<file path="config.mk">
export PLATFORM = sky130hd
export DESIGN_NAME = apb_gpio_port
export DESIGN_NICKNAME = d
export VERILOG_FILES = /design/src/rtl/gpio_pkg.sv /design/src/rtl/gpio_sync.sv /design/src/rtl/gpio_regs.sv /design/src/rtl/gpio_rdmux.sv /design/src/rtl/apb_gpio_port.sv
export SDC_FILE = /design/constraint.sdc
export NUM_CORES = 1
export LEC_CHECK = 0
export ABC_CLOCK_PERIOD_IN_PS = 1500
export BUFFER_PORTS_ARGS = -buffer_cell sky130_fd_sc_hd__buf_4
export CAP_MARGIN = 30
export CORE_MARGIN = 1
export CORE_UTILIZATION = 50
export CTS_BUF_LIST = sky130_fd_sc_hd__clkbuf_8 sky130_fd_sc_hd__clkbuf_16
export DETAILED_ROUTE_END_ITERATION = 8
export PLACE_DENSITY_LB_ADDON = 0.08
export SYNTH_ARGS = -nofsm -noshare
export SYNTH_HDL_FRONTEND = slang
export SYNTH_SLANG_ARGS = --single-unit
</file>
<file path="constraint.sdc">
create_clock -name clk_i -period 1.5 [get_ports clk_i]
set_input_delay 0.075 -clock clk_i [delete_from_list [all_inputs] [get_ports clk_i]]
set_output_delay 0.075 -clock clk_i [all_outputs]
set_load 0.1 [all_outputs]
</file>
<file path="src/rtl/gpio_pkg.sv">
package gpio_pkg;
  typedef enum logic [1:0] {
    SEL_DATA = 2'd0,
    SEL_DIR  = 2'd1,
    SEL_NONE = 2'd2
  } gpio_sel_e;
endpackage

</file>
<file path="src/rtl/gpio_sync.sv">
module gpio_sync #(
  parameter int unsigned WIDTH  = 8,
  parameter int unsigned STAGES = 2
) (
  input  logic             clk_i,
  input  logic             rst_ni,
  input  logic [WIDTH-1:0] async_i,
  output logic [WIDTH-1:0] sync_o
);
  logic [WIDTH-1:0] stage_q [STAGES];

  for (genvar s = 0; s < STAGES; s++) begin : g_stage
    always_ff @(posedge clk_i or negedge rst_ni) begin
      if (!rst_ni) stage_q[s] <= '0;
      else if (s == 0) stage_q[s] <= async_i;
      else stage_q[s] <= stage_q[(s == 0) ? 0 : s-1];
    end
  end

  assign sync_o = stage_q[STAGES-1];
endmodule

</file>
<file path="src/rtl/gpio_regs.sv">
module gpio_regs #(
  parameter int unsigned NPINS = 8
) (
  input  logic             clk_i,
  input  logic             rst_ni,
  input  logic             data_we_i,
  input  logic             dir_we_i,
  input  logic [NPINS-1:0] mask_i,
  input  logic [NPINS-1:0] wdata_i,
  output logic [NPINS-1:0] dout_o,
  output logic [NPINS-1:0] dir_o
);
  logic [NPINS-1:0] dout_q, dir_q;

  // masked per-bit update: unmasked bits hold
  for (genvar i = 0; i < NPINS; i++) begin : g_bit
    always_ff @(posedge clk_i or negedge rst_ni) begin
      if (!rst_ni) dout_q[i] <= 1'b0;
      else if (data_we_i && mask_i[i]) dout_q[i] <= wdata_i[i];
    end
  end

  always_ff @(posedge clk_i or negedge rst_ni) begin
    if (!rst_ni) dir_q <= '0;
    else if (dir_we_i) dir_q <= wdata_i;
  end

  assign dout_o = dout_q;
  assign dir_o  = dir_q;
endmodule

</file>
<file path="src/rtl/gpio_rdmux.sv">
module gpio_rdmux
  import gpio_pkg::*;
#(
  parameter int unsigned NPINS = 8
) (
  input  gpio_sel_e        sel_i,
  input  logic [NPINS-1:0] mask_i,
  input  logic [NPINS-1:0] dout_i,
  input  logic [NPINS-1:0] dir_i,
  input  logic [NPINS-1:0] pin_sync_i,
  output logic [NPINS-1:0] rdata_o
);
  logic [NPINS-1:0] level;

  assign level = (dir_i & dout_i) | (~dir_i & pin_sync_i);

  always_comb begin
    unique case (sel_i)
      SEL_DATA: rdata_o = level & mask_i;
      SEL_DIR:  rdata_o = dir_i;
      default:  rdata_o = '0;
    endcase
  end
endmodule

</file>
<file path="src/rtl/apb_gpio_port.sv">
module apb_gpio_port
  import gpio_pkg::*;
#(
  parameter int unsigned NPINS       = 8,
  parameter int unsigned ADDR_W      = 12,
  parameter int unsigned SYNC_STAGES = 2
) (
  input  logic              clk_i,
  input  logic              rst_ni,
  input  logic              psel_i,
  input  logic              penable_i,
  input  logic              pwrite_i,
  input  logic [ADDR_W-1:0] paddr_i,
  input  logic [NPINS-1:0]  pwdata_i,
  output logic [NPINS-1:0]  prdata_o,
  output logic              pready_o,
  output logic              pslverr_o,
  input  logic [NPINS-1:0]  pin_i,
  output logic [NPINS-1:0]  pin_o,
  output logic [NPINS-1:0]  pin_oe_o
);
  localparam int unsigned WA_W    = ADDR_W - 2;
  localparam logic [WA_W-1:0] DIR_WA = WA_W'(1 << NPINS);

  gpio_sel_e        sel;
  logic [NPINS-1:0] mask, dout, dir, pin_sync, rdata;
  logic             wr_acc;

  assign mask   = paddr_i[NPINS+1:2];
  assign wr_acc = psel_i && penable_i && pwrite_i;

  always_comb begin
    if (paddr_i[ADDR_W-1:NPINS+2] == '0) sel = SEL_DATA;
    else if (paddr_i[ADDR_W-1:2] == DIR_WA) sel = SEL_DIR;
    else sel = SEL_NONE;
  end

  gpio_sync #(.WIDTH(NPINS), .STAGES(SYNC_STAGES)) u_sync (
    .clk_i   (clk_i),
    .rst_ni  (rst_ni),
    .async_i (pin_i),
    .sync_o  (pin_sync)
  );

  gpio_regs #(.NPINS(NPINS)) u_regs (
    .clk_i     (clk_i),
    .rst_ni    (rst_ni),
    .data_we_i (wr_acc && (sel == SEL_DATA)),
    .dir_we_i  (wr_acc && (sel == SEL_DIR)),
    .mask_i    (mask),
    .wdata_i   (pwdata_i),
    .dout_o    (dout),
    .dir_o     (dir)
  );

  gpio_rdmux #(.NPINS(NPINS)) u_rdmux (
    .sel_i      (sel),
    .mask_i     (mask),
    .dout_i     (dout),
    .dir_i      (dir),
    .pin_sync_i (pin_sync),
    .rdata_o    (rdata)
  );

  assign prdata_o  = psel_i ? rdata : '0;
  assign pready_o  = 1'b1;
  assign pslverr_o = 1'b0;
  assign pin_o     = dout;
  assign pin_oe_o  = dir;
endmodule

</file>
==> results of run 1 <==
[through the flow]
stage	setup WS (ns)	util, %
after global placement	0.147	80.3
after floorplan	-0.0934	-
after detailed placement	0.124	80.3
[cell families after synthesis]
group	after synthesis	synth area share, %
DFF	32	58.2
and+or+nand+nor	30	15.5
muxes	24	19.6
AOI/OAI and AO/OA	8	4.36
buffers and inverters	4	1.82
other	2	0.546
[synth_stat cells (all sizes together)]
library cell and count:
nor4b 1, dfrtp 32, a21boi 8, conb 2, nand3 16, buf 4
mux2 24, nor4 1, and3 1, nor2 2, nand4 9
==> impl_results.md, run 1 <==
* Status: did not finish
* Last stage: clock tree synthesis
* Log Error: [ERROR DPL-0033] detailed placement checks failed during check placement.
* Gpl congestion at 0.655
* Die height at 54.5 um
* Mapped Cells at 100
* Post_cts resized at 24
* I/O pin count at 59
* Post-synth net total at 133
* Avg Cell Area, Syn at 13.8 um2
* Post-DP Area at 0.00204 mm2
* # hold bufs at CTS at 9
* Port bufs at 54
* Post-synth top area share at 58.2%
* Cell taking the most area after synthesis: dfrtp_1
* Clock buffer depth at 2
* Synth top area cells: dfrtp_1 58%, mux2_2 20%, nand3_1 5.8%, a21boi_0 4.4%, nand4_1 3.6%
* Placed cell count at 184
* Die X at 54.5 um
* Setup bufs post-CTS at 9
* Count of different cell masters after synthesis at 14
* H-tree level count at 2
* Cell area after synthesis at 0.00138 mm2
* Cell row count at 18
* Seq/Total Area, Yosys at 58.2%
* Effective utilization at floorplan at 54.1%
* Yosys Warn Count at 0
* Post-detail-place hpwl at 2300 um
* Num CTS Buffers at 5
* Synth Register Bits at 32
* CTS Sinks at 32
* Root Driver: clkbuf_8
==> inputs of run 2 (changes only) <==
--- a/config.mk
+++ b/config.mk
@@ -8,11 +8,10 @@
 export ABC_CLOCK_PERIOD_IN_PS = 1500
 export BUFFER_PORTS_ARGS = -buffer_cell sky130_fd_sc_hd__buf_4
 export CAP_MARGIN = 30
-export CORE_MARGIN = 1
-export CORE_UTILIZATION = 50
-export CTS_BUF_LIST = sky130_fd_sc_hd__clkbuf_8 sky130_fd_sc_hd__clkbuf_16
+export CORE_AREA = 2 2 63 65
 export DETAILED_ROUTE_END_ITERATION = 8
-export PLACE_DENSITY_LB_ADDON = 0.08
+export DIE_AREA = 0 0 65 67
+export PLACE_DENSITY_LB_ADDON = 0.15
 export SYNTH_ARGS = -nofsm -noshare
 export SYNTH_HDL_FRONTEND = slang
 export SYNTH_SLANG_ARGS = --single-unit
==> impl_results.md, run 2 <==
* VDD IR max at 0.611 mV
* Gpl congestion at 0.745 (+14%)
* Type of destination of the critical path: output pin
* Seq/Total Area, Yosys at 58.2% (unchanged)
* Crit path time final at 1.49 ns
* Clock buffer depth at 2 (unchanged)
* Buf/Inv on CP at 1
* DR vias/cell at 4.90
* TritonRoute pass-1 iters at 4
* Crit path launch: u_regs.dir_o[5]$_DFFE_PN0P_
* Req. time, crit path at 1.42 ns
* Die area at 0.00436 mm2
* Final hold violation count at 0
* Clock latency on the worst-skew pair at 0.28 ns
* Top-count cell post-synth: dfrtp_1
* CTS Sinks at 32 (unchanged)
* Leakage at 1.08 nW
* Synth Register Bits at 32 (unchanged)
* Commonest cells in the netlist: 32 x dfrtp_1, 24 x mux2_2, 16 x nand3_1
* Fin crit share at 99.6%
* Reg clk slew, reported paths at 0.06 ns
* Post-synth net total at 133 (unchanged)
* Tot Pwr at 2.37 mW
* Crit-path cells: mux2_4, nand3_4, a21boi_4, buf_12
* CP delay by family, top: flip-flops
* I/O pin count at 59 (unchanged)
* Effective utilization at floorplan at 38.2% (-16 points)
* Count of different cell masters after synthesis at 14 (unchanged)
* Cell row count at 22 (+4)
* Async S/R FF share, synth at 100% (unchanged)
* Cell area after synthesis at 0.00138 mm2 (unchanged)
* N_diodes at 0
* Fmax at 0.669 GHz
* Post-synth EDFFs at 0 (unchanged)
* Post-route ant nets at 0
* Gr ovfl total at 0
* Port bufs at 54 (unchanged)
* Vias in the first global route at 1227
* Post-synth top area share at 58.2% (unchanged)
* Largest family of logic cells by synthesized area: multiplexers
* Die height at 67 um (+23%)
* Core area at 0.00361 mm2
* Synth top area cells: dfrtp_1 58%, mux2_2 20%, nand3_1 5.8%, a21boi_0 4.4%, nand4_1 3.6%
* Multi-input combinational cell area at 733 um2
* Avg Cell Area, Syn at 13.8 um2 (unchanged)
* Die X at 65 um (+19%)
* Via count at 1121
* Hold slack at 0.0338 ns
* Final cell count without fillers at 229
* R2R Path Start: u_regs.dir_o[5]$_DFFE_PN0P_
* Hold Crit Class: input pin to flop
* Share of layout cells above drive strength 1 at 74.0%
* Final clock skew at 0.000342 ns
* Xor/xnor cell area share of the yosys netlist at 0% (unchanged)
* DR iter-0 viols at 15
* Hold Path Origin: pwdata_i[2]
* Maximum fanout along the worst path at 2
* CP Class: flop to output pin
* GRT Overall Usage at 18.3%
* Count of pins over their slew limit at 0
* Yosys Warn Count at 0 (unchanged)
* Synth Area in Adders at 0% (unchanged)
* DR WL/cell at 15.2 um
* Nets at 213
* Area grow syn2layout at 77.6%
* CP peak stage delay at 0.48 ns
* Root Driver: clkbuf_8
* CP max-delay cell: dfrtp_4
* Most frequent cells in the layout: 60 x buf_4, 16 x mux2_2, 16 x dfrtp_4, 16 x dfrtp_1, 9 x dlygate4sd3_1
* Initial antenna violation count at 0
* DRT Wirelength at 3480 um
* Largest net degree at the start of global routing at 33
* PwrDens at 970 mW/mm2
* Total of max-cap violations at 0
* Startpoint types: flop
* Synth Area in Compound Gates at 4.36% (unchanged)
* Num CTS Buffers at 5 (unchanged)
* CTS tree: yes
* Endpoints failing setup at 0
* Mapped Cells at 100 (unchanged)
* Status: finished clean
* # DRC at 0
* H-tree level count at 2 (unchanged)
* Post-synthesis mux area share at 19.6% (unchanged)
* First-pass GRT wire length at 5830 um
* Post-Synth Simple-Gate Area at 15.5% (unchanged)
* Sequential Area at 861 um2
* Cell taking the most area after synthesis: dfrtp_1
* Post-synth top flop: dfrtp_1
* Most common cell after layout, fill and taps aside: buf_4
* Fillcell total at 267
* Post-detail-place hpwl at 2430 um (+5.7%)
* RSZ-0062 raised after global routing: yes
* Crit path arrival time at 1.42 ns
* Placed cell count at 203 (+10%)
[run 2: layout make-up]
cell class / count / area share, %
clock buffers: 8 / 3.68
multi-input cells: 64 / 30.0
flip-flops and latches: 32 / 35.2
well taps: 48 / 2.46
repair buffers: 77 / 28.7
[run 2: worst paths after layout]
kind | to | depth (start not counted) | slack, ns
max in group asynchronous | u_regs.dir_o[1]$_DFFE_PN0P_ | 2 | 0.89
setup / recovery | prdata_o[5] | 4 | 0.005
hold / removal | u_regs.dout_o[2]$_DFFE_PN0P_ | 2 | 0.03
setup reg to reg | u_regs.dir_o[5]$_DFFE_PN0P_ | 3 | 0.38
min in group asynchronous | u_regs.dout_o[5]$_DFFE_PN0P_ | 2 | 0.27
hold reg to reg | u_sync.sync_o[6]$_DFF_PN0_ | 0 | 0.35
[run 2: timing repair]
item	4_1_cts	5_1_grt
endpoints found under the setup margin	8	8
pin swaps	8	2
buffers inserted	8	1
hold buffers	9	0
gates resized for setup	25	2
endpoints found under the hold margin	40	0
[run 2: power by group]
group,switching (mW),internal [mW],leakage (nW)
Clock,0.298,0.374,0.0455
Sequential,0.0406,0.956,0.373
Combinational,0.494,0.211,0.660
[run 2: layer usage]
metal	vias to the layer above	share of wire, %	GRT usage, %
li1	525	-	-
met1	552	42	21.3
met2	40	51	30.8
met3	4	6.2	6.59
met4	0	0.95	6.65
met5	-	0	0
[run 2: stage by stage]
stage               instance area (um2)  setup slack (ns)  util (%)  TNS (ns)
global route                       2440           -0.0383      67.8    -0.204
floorplan                          1600           -0.0934         -    -0.745
global placement                   2070             0.151      57.5         0
detailed placement                 2070             0.137      57.5         0
finish                             2440           0.00531      67.8         0
CTS                                2420           0.00208      67.2         0
[run 2: cell families (layout without fill, tap and decap cells)]
kind of cell / after synthesis / after routing
muxes: 24 / 24
and+or+nand+nor: 30 / 30
DFF: 32 / 32
buffers and inverters: 4 / 85
other: 2 / 2
AOI/OAI and AO/OA: 8 / 8
Note: power is estimated with default switching activity, not from simulation.
==> inputs of run 3 (changes only) <==
--- a/config.mk
+++ b/config.mk
@@ -8,10 +8,11 @@
 export ABC_CLOCK_PERIOD_IN_PS = 1500
 export BUFFER_PORTS_ARGS = -buffer_cell sky130_fd_sc_hd__buf_4
 export CAP_MARGIN = 30
-export CORE_AREA = 2 2 63 65
+export CORE_MARGIN = 1
+export CORE_UTILIZATION = 40
 export DETAILED_ROUTE_END_ITERATION = 8
-export DIE_AREA = 0 0 65 67
 export PLACE_DENSITY_LB_ADDON = 0.15
 export SYNTH_ARGS = -nofsm -noshare
 export SYNTH_HDL_FRONTEND = slang
+export SYNTH_HIERARCHICAL = 1
 export SYNTH_SLANG_ARGS = --single-unit
==> impl_results.md, run 3 <==
* Status: finished with violations
* Failing checks: setup timing
* Setup TNS at -0.00785 ns (-0.00785 ns)
* Buf/Inv on CP at 1 (unchanged)
* Die X at 63.6 um (-2.2%)
* Crit path launch: u_regs/dir_o[0]$_DFFE_PN0P_
* Mapped Cells at 121 (+21%)
* Final hold violation count at 0 (unchanged)
* Gpl congestion at 0.777 (+4.3%)
* DR WL/cell at 15.0 um (-1.4%)
* Post-synth top flop: dfrtp_1
* I/O pin count at 59 (unchanged)
* CP Class: flop to output pin
* VDD IR max at 0.815 mV (+33%)
* Most frequent cells in the layout: 64 x buf_4, 16 x dfrtp_2, 16 x dfrtp_1, 13 x nand2_1, 9 x dlygate4sd3_1
* DR iter-0 viols at 39 (+24)
* Post-route ant nets at 0 (unchanged)
* Count of pins over their slew limit at 0 (unchanged)
* Leakage at 1.12 nW (+3.8%)
* Tot Pwr at 2.36 mW (-0.49%)
* Post-synth EDFFs at 0 (unchanged)
* GRT Overall Usage at 19.9% (+1.6 points)
* Worst r2r path cells at 2 (-1)
* Reg clk slew, reported paths at 0.06 ns (about the same)
* Effective utilization at floorplan at 41.5% (+3.3 points)
* Clock buffer depth at 2 (unchanged)
* Fmax at 0.663 GHz (-0.87%)
* Final clock skew at 0.000495 ns (+0.000153 ns)
* Gr ovfl total at 0 (unchanged)
* Die height at 63.6 um (-5.1%)
* H-tree level count at 2 (unchanged)
* Die area at 0.00404 mm2 (-7.1%)
* CTS Sinks at 32 (unchanged)
* Maximum fanout along the worst path at 3 (+1)
* RSZ-0062 raised after global routing: yes
* Cell area after synthesis at 0.00152 mm2 (+10%)
* Port bufs at 54 (unchanged)
* Initial antenna violation count at 0 (unchanged)
* Nets at 234 (+9.9%)
* Commonest cells in the netlist: 32 x dfrtp_1, 16 x nand2_1, 10 x buf_4
* Root Driver: clkbuf_8
* Total of max-cap violations at 0 (unchanged)
* Share of layout cells above drive strength 1 at 67.3% (-6.7 points)
* CP peak stage delay at 0.41 ns (-0.07 ns)
* Synth top area cells: dfrtp_1 53%, mux2_4 7.9%, mux2_2 5.9%, nand4bb_2 5.4%, buf_4 4.9%
* N_diodes at 0 (unchanged)
* First-pass GRT wire length at 5910 um (+1.3%)
* PwrDens at 957 mW/mm2 (-1.3%)
* Worst Setup Slack, final at -0.00785 ns (-0.0132 ns)
* Synth Register Bits at 32 (unchanged)
* R2R Path Start: u_regs/dir_o[2]$_DFFE_PN0P_
* Setup crit end: prdata_o[0]
* TritonRoute pass-1 iters at 4 (unchanged)
* Top-count cell post-synth: dfrtp_1
* Type of destination of the critical path: output pin
* DR vias/cell at 4.85 (-0.96%)
* CP delay by family, top: flip-flops
* Seq/Total Area, Yosys at 52.8% (-5.4 points)
* # DRC at 0 (unchanged)
* Vias in the first global route at 1238 (+0.90%)
* Pre-CTS setup slack at -0.151 ns (-0.288 ns)
* R2r setup slk at 0.58 ns (+0.20 ns)
* Req. time, crit path at 1.42 ns (about the same)
* Num CTS Buffers at 5 (unchanged)
* DRT Wirelength at 3740 um (+7.6%)
* Endpoints failing setup at 1 (+1)
* Yosys Warn Count at 6 (+6)
* Cell taking the most area after synthesis: dfrtp_1
* Most common cell after layout, fill and taps aside: buf_4
* Startpoint types: flop
* CP max-delay cell: dfrtp_2
* Avg Cell Area, Syn at 12.5 um2 (-8.9%)
* Crit-path cells: nand4bb_4, a31oi_4, and2_4, buf_12
* Post-synth top area share at 52.8% (-5.4 points)
* Cell row count at 22 (unchanged)
* Worst path depth at 4 (unchanged)
* Post-synth net total at 154 (+16%)
* Util after Layout at 67.4% (-0.44 points)
* R2R Path End: u_regs/dir_o[2]$_DFFE_PN0P_
* CTS tree: yes
* Count of different cell masters after synthesis at 19 (+5)
* Fillcell total at 292 (+9.4%)
* Area grow syn2layout at 62.5%
* Via count at 1212 (+8.1%)
* Core area at 0.00366 mm2 (+1.5%)
* Async S/R FF share, synth at 100% (unchanged)
* Fin crit share at 101% (+0.88 points)
* Largest net degree at the start of global routing at 33 (unchanged)
* Post-detail-place hpwl at 2580 um (+6.1%)
* Clock latency on the worst-skew pair at 0.28 ns (about the same)
* Crit path time final at 1.51 ns (+0.0132 ns)
* Crit path arrival time at 1.43 ns (about the same)
* Hold Crit Class: input pin to flop
-- run 3: changes by cell type after synthesis, sizes merged --
cell and change:
and2 +9, nand2 +16, a21boi -8, and4 +1, a31oi +9, nand4bb +8
nand3 -8, nand4 -9, buf +10, and3 +1, mux2 -8
-- run 3: power by group --
group	leakage [nW]	total, mW	internal (mW)	switching, mW
Sequential	0.377	0.986	0.937	0.0488
Clock	0.0455	0.657	0.373	0.284
Combinational	0.697	0.718	0.236	0.482
Total	1.12	2.36	1.55	0.814
-- run 3: how the worst min path moves through the flow --
| stage | start | to | slack [ns] | cells past startpoint |
|---|---|---|---|---|
| 6_report | pwdata_i[1] | u_regs/dout_o[1]$_DFFE_PN0P_ | 0.03 | 2 |
| 5_1_grt | pwdata_i[1] | u_regs/dout_o[1]$_DFFE_PN0P_ | 0.02 | 2 |
| 4_1_cts | pwdata_i[1] | u_regs/dout_o[1]$_DFFE_PN0P_ | 0.02 | 2 |
| 3_5_place_dp | rst_ni | u_sync/sync_o[4]$_DFF_PN0_ | 0.03 | 1 |
| 3_3_place_gp | rst_ni | u_sync/sync_o[4]$_DFF_PN0_ | 0.03 | 1 |
| 2_1_floorplan | rst_ni | u_regs/dir_o[0]$_DFFE_PN0P_ | -0.22 | 0 |
-- run 3: kinds of logic after synthesis --
| logic type | after synthesis | share of synthesized area, % |
|---|---|---|
| and+or+nand+nor | 48 | 22.2 |
| AOI/OAI and AO/OA | 9 | 3.71 |
| buffers and inverters | 14 | 7.01 |
| DFF | 32 | 52.8 |
| muxes | 16 | 13.9 |
| other | 2 | 0.495 |
-- run 3: metrics by stage --
step / instance area (um2) / hold WS (ns) / std cells
2_1_floorplan: 1560 / -0.221 / 121
3_3_place_gp: 2040 / 0.0290 / 225
3_5_place_dp: 2040 / 0.0336 / 225
4_1_cts: 2420 / 0.0242 / 250
5_1_grt: 2470 / 0.0222 / 250
6_report: 2470 / 0.0329 / 250
-- run 3: routing by layer --
layer | track usage, % | routed length [um]
met1 | 23.9 | 1580
met2 | 33.5 | 1930
met3 | 6.52 | 181
met4 | 5.97 | 50
met5 | 0 | 0
-- run 3: area by class of cell --
class / instances / area [um2] / area share [%]
sequential: 32 / 821 / 33.3
clock buffer: 8 / 90.1 / 3.65
timing repair buffer: 87 / 806 / 32.7
multi-input combinational: 75 / 689 / 28.0
tap: 48 / 60.1 / 2.44
-- run 3: what timing repair did --
action	in CTS	in global routing
resized for setup	34	7
endpoints found under the hold margin	40	0
endpoints found under the setup margin	8	8
pin swaps	10	13
hold buffers	9	0
buffers inserted	8	0
-- run 3: worst register-to-register path: cells and delay by family, from the launching register on --
family | cells | cell delay, ns
flip-flops | 1 | 0.40
buffers and inverters | 1 | 0.15
multiplexers | 1 | 0.25
==> inputs of run 4 (changes only) <==
--- a/config.mk
+++ b/config.mk
@@ -10,6 +10,7 @@
 export CAP_MARGIN = 30
 export CORE_MARGIN = 1
 export CORE_UTILIZATION = 40
+export CTS_BUF_LIST = sky130_fd_sc_hd__clkbuf_8
 export DETAILED_ROUTE_END_ITERATION = 8
 export PLACE_DENSITY_LB_ADDON = 0.15
 export SYNTH_ARGS = -nofsm -noshare
==> impl_results.md, run 4 (synthesis results as in run 3) <==
* Status: finished with violations
* Failing checks: setup timing
* N_diodes at 0 (unchanged)
* Startpoint types: flop
* Worst Setup Slack, final at -0.00787 ns (-0.0000276 ns)
* Clock buffer depth at 2 (unchanged)
* Net Sw Frac at 34.7% (+0.23 points)
* Largest net degree at the start of global routing at 33 (unchanged)
* DR vias/cell at 4.85 (unchanged)
* Crit path time final at 1.51 ns (+0.0000276 ns)
* First-pass GRT wire length at 5910 um (unchanged)
* Gpl congestion at 0.777 (unchanged)
* Via count at 1212 (unchanged)
* Die height at 63.6 um (unchanged)
* Most frequent cells in the layout: 64 x buf_4, 16 x dfrtp_2, 16 x dfrtp_1, 13 x nand2_1, 9 x dlygate4sd3_1
* Req. time, crit path at 1.42 ns (about the same)
* # DRC at 0 (unchanged)
* Fin crit share at 101% (about the same)
* CP Class: flop to output pin
* Initial antenna violation count at 0 (unchanged)
* Crit path arrival time at 1.43 ns (about the same)
* Cell row count at 22 (unchanged)
* Tot Pwr at 2.35 mW (-0.54%)
* Effective utilization at floorplan at 41.5% (unchanged)
* Final clock skew at 0.000926 ns (+0.000431 ns)
* Port bufs at 54 (unchanged)
* Area grow syn2layout at 62.5% (unchanged)
* Final hold violation count at 0 (unchanged)
* TritonRoute pass-1 iters at 4 (unchanged)
* Internal at 1.53 mW (-0.89%)
* Hold slack at 0.0329 ns (-0.0000277 ns)
* Maximum fanout along the worst path at 3 (unchanged)
* Most common cell after layout, fill and taps aside: buf_4
* Gr ovfl total at 0 (unchanged)
* Core area at 0.00366 mm2 (unchanged)
* Nets at 234 (unchanged)
* Seq pwr share at 42.0% (+0.2 points)
* Switching power total at 0.816 mW (+0.14%)
* CTS tree: yes
* CTS Sinks at 32 (unchanged)
* I/O pin count at 59 (unchanged)
* Die area at 0.00404 mm2 (unchanged)
* GRT Overall Usage at 19.9% (unchanged)
* Count of pins over their slew limit at 0 (unchanged)
* Root Driver: clkbuf_8
* Total of max-cap violations at 0 (unchanged)
* Share of layout cells above drive strength 1 at 67.3% (unchanged)
* Hold Crit Class: input pin to flop
* Endpoints failing setup at 1 (unchanged)
* Pre-CTS setup slack at -0.151 ns (unchanged)
* Clock latency on the worst-skew pair at 0.28 ns (about the same)
* VDD IR max at 0.815 mV (about the same)
* H-tree level count at 2 (unchanged)
* Die X at 63.6 um (unchanged)
* DR iter-0 viols at 38 (-2.6%)
* Type of destination of the critical path: output pin
* Leakage at 1.13 nW (+0.74%)
* Num CTS Buffers at 5 (unchanged)
* Reg clk slew, reported paths at 0.06 ns (about the same)
* DRT Wirelength at 3740 um (about the same)
* Post-detail-place hpwl at 2580 um (unchanged)
* RSZ-0062 raised after global routing: yes
* Vias in the first global route at 1238 (unchanged)
* Combinational power share at 30.6% (+0.2 points)
* Clk pwr share at 27.4% (-0.4 points)
* DR WL/cell at 15.0 um (about the same)
* Fmax at 0.663 GHz (about the same)
* PwrDens at 952 mW/mm2 (-0.54%)
* Util after Layout at 67.4% (unchanged)
* Post-route ant nets at 0 (unchanged)
-- run 4: worst paths after layout --
kind,slack (ns),to,start,cells after the start
worst min-delay path,0.03,u_regs/dout_o[1]$_DFFE_PN0P_,pwdata_i[1],2
worst min register to register,0.35,u_sync/sync_o[3]$_DFF_PN0_,u_sync/stage_q[11]$_DFF_PN0_,0
worst max register to register,0.58,u_regs/dir_o[2]$_DFFE_PN0P_,u_regs/dir_o[2]$_DFFE_PN0P_,2
worst max-delay path,-0.008,prdata_o[0],u_regs/dir_o[0]$_DFFE_PN0P_,4
max in group asynchronous,0.90,u_regs/dout_o[7]$_DFFE_PN0P_,rst_ni,2
min in group asynchronous,0.27,u_sync/stage_q[12]$_DFF_PN0_,rst_ni,2
-- run 4: through the flow --
| step | cell area [um2] | setup TNS [ns] | cells |
|---|---|---|---|
| after global routing | 2470 | -0.437 | 250 |
| final | 2470 | -0.00787 | 250 |
| after CTS | 2420 | -0.0219 | 250 |
| after floorplan | 1560 | 0 | 121 |
| after global placement | 2040 | -0.540 | 225 |
| after detailed placement | 2040 | -0.909 | 225 |
-- run 4: what timing repair did --
action | CTS | global route
hold buffers | 9 | 0
buffers inserted | 8 | 0
gates resized for setup | 34 | 7
setup endpoints to repair | 8 | 8
hold endpoints to repair | 40 | 0
pin swaps | 10 | 13
-- run 4: power groups by stage --
stage	Combinational, mW	Sequential [mW]	Clock (mW)
6_report	0.718	0.986	0.644
5_1_grt	0.742	0.992	0.716
3_5_place_dp	0.670	0.998	0
2_1_floorplan	0.163	1.30	0
3_3_place_gp	0.664	0.992	0
4_1_cts	0.711	0.982	0.666
-- run 4: per-layer routing --
metal / GRT usage [%] / part of all wire [%]
met5: 0 / 0
met1: 23.9 / 42
met4: 5.97 / 1.3
met2: 33.5 / 51
met3: 6.52 / 4.8
-- run 4: cell type report --
type,count,area [um2]
clock inverters,2,7.51
clock buffers,6,82.6
repair buffers,87,806
fillers,292,1190
multi-input cells,75,689
flip-flops and latches,32,821
well taps,48,60.1
-- run 4: worst max-delay path, stage by stage, from the launching register on --
cell,delay (ns)
dfrtp_2,0.41
nand4bb_4,0.20
a31oi_4,0.19
and2_4,0.18
buf_12,0.17
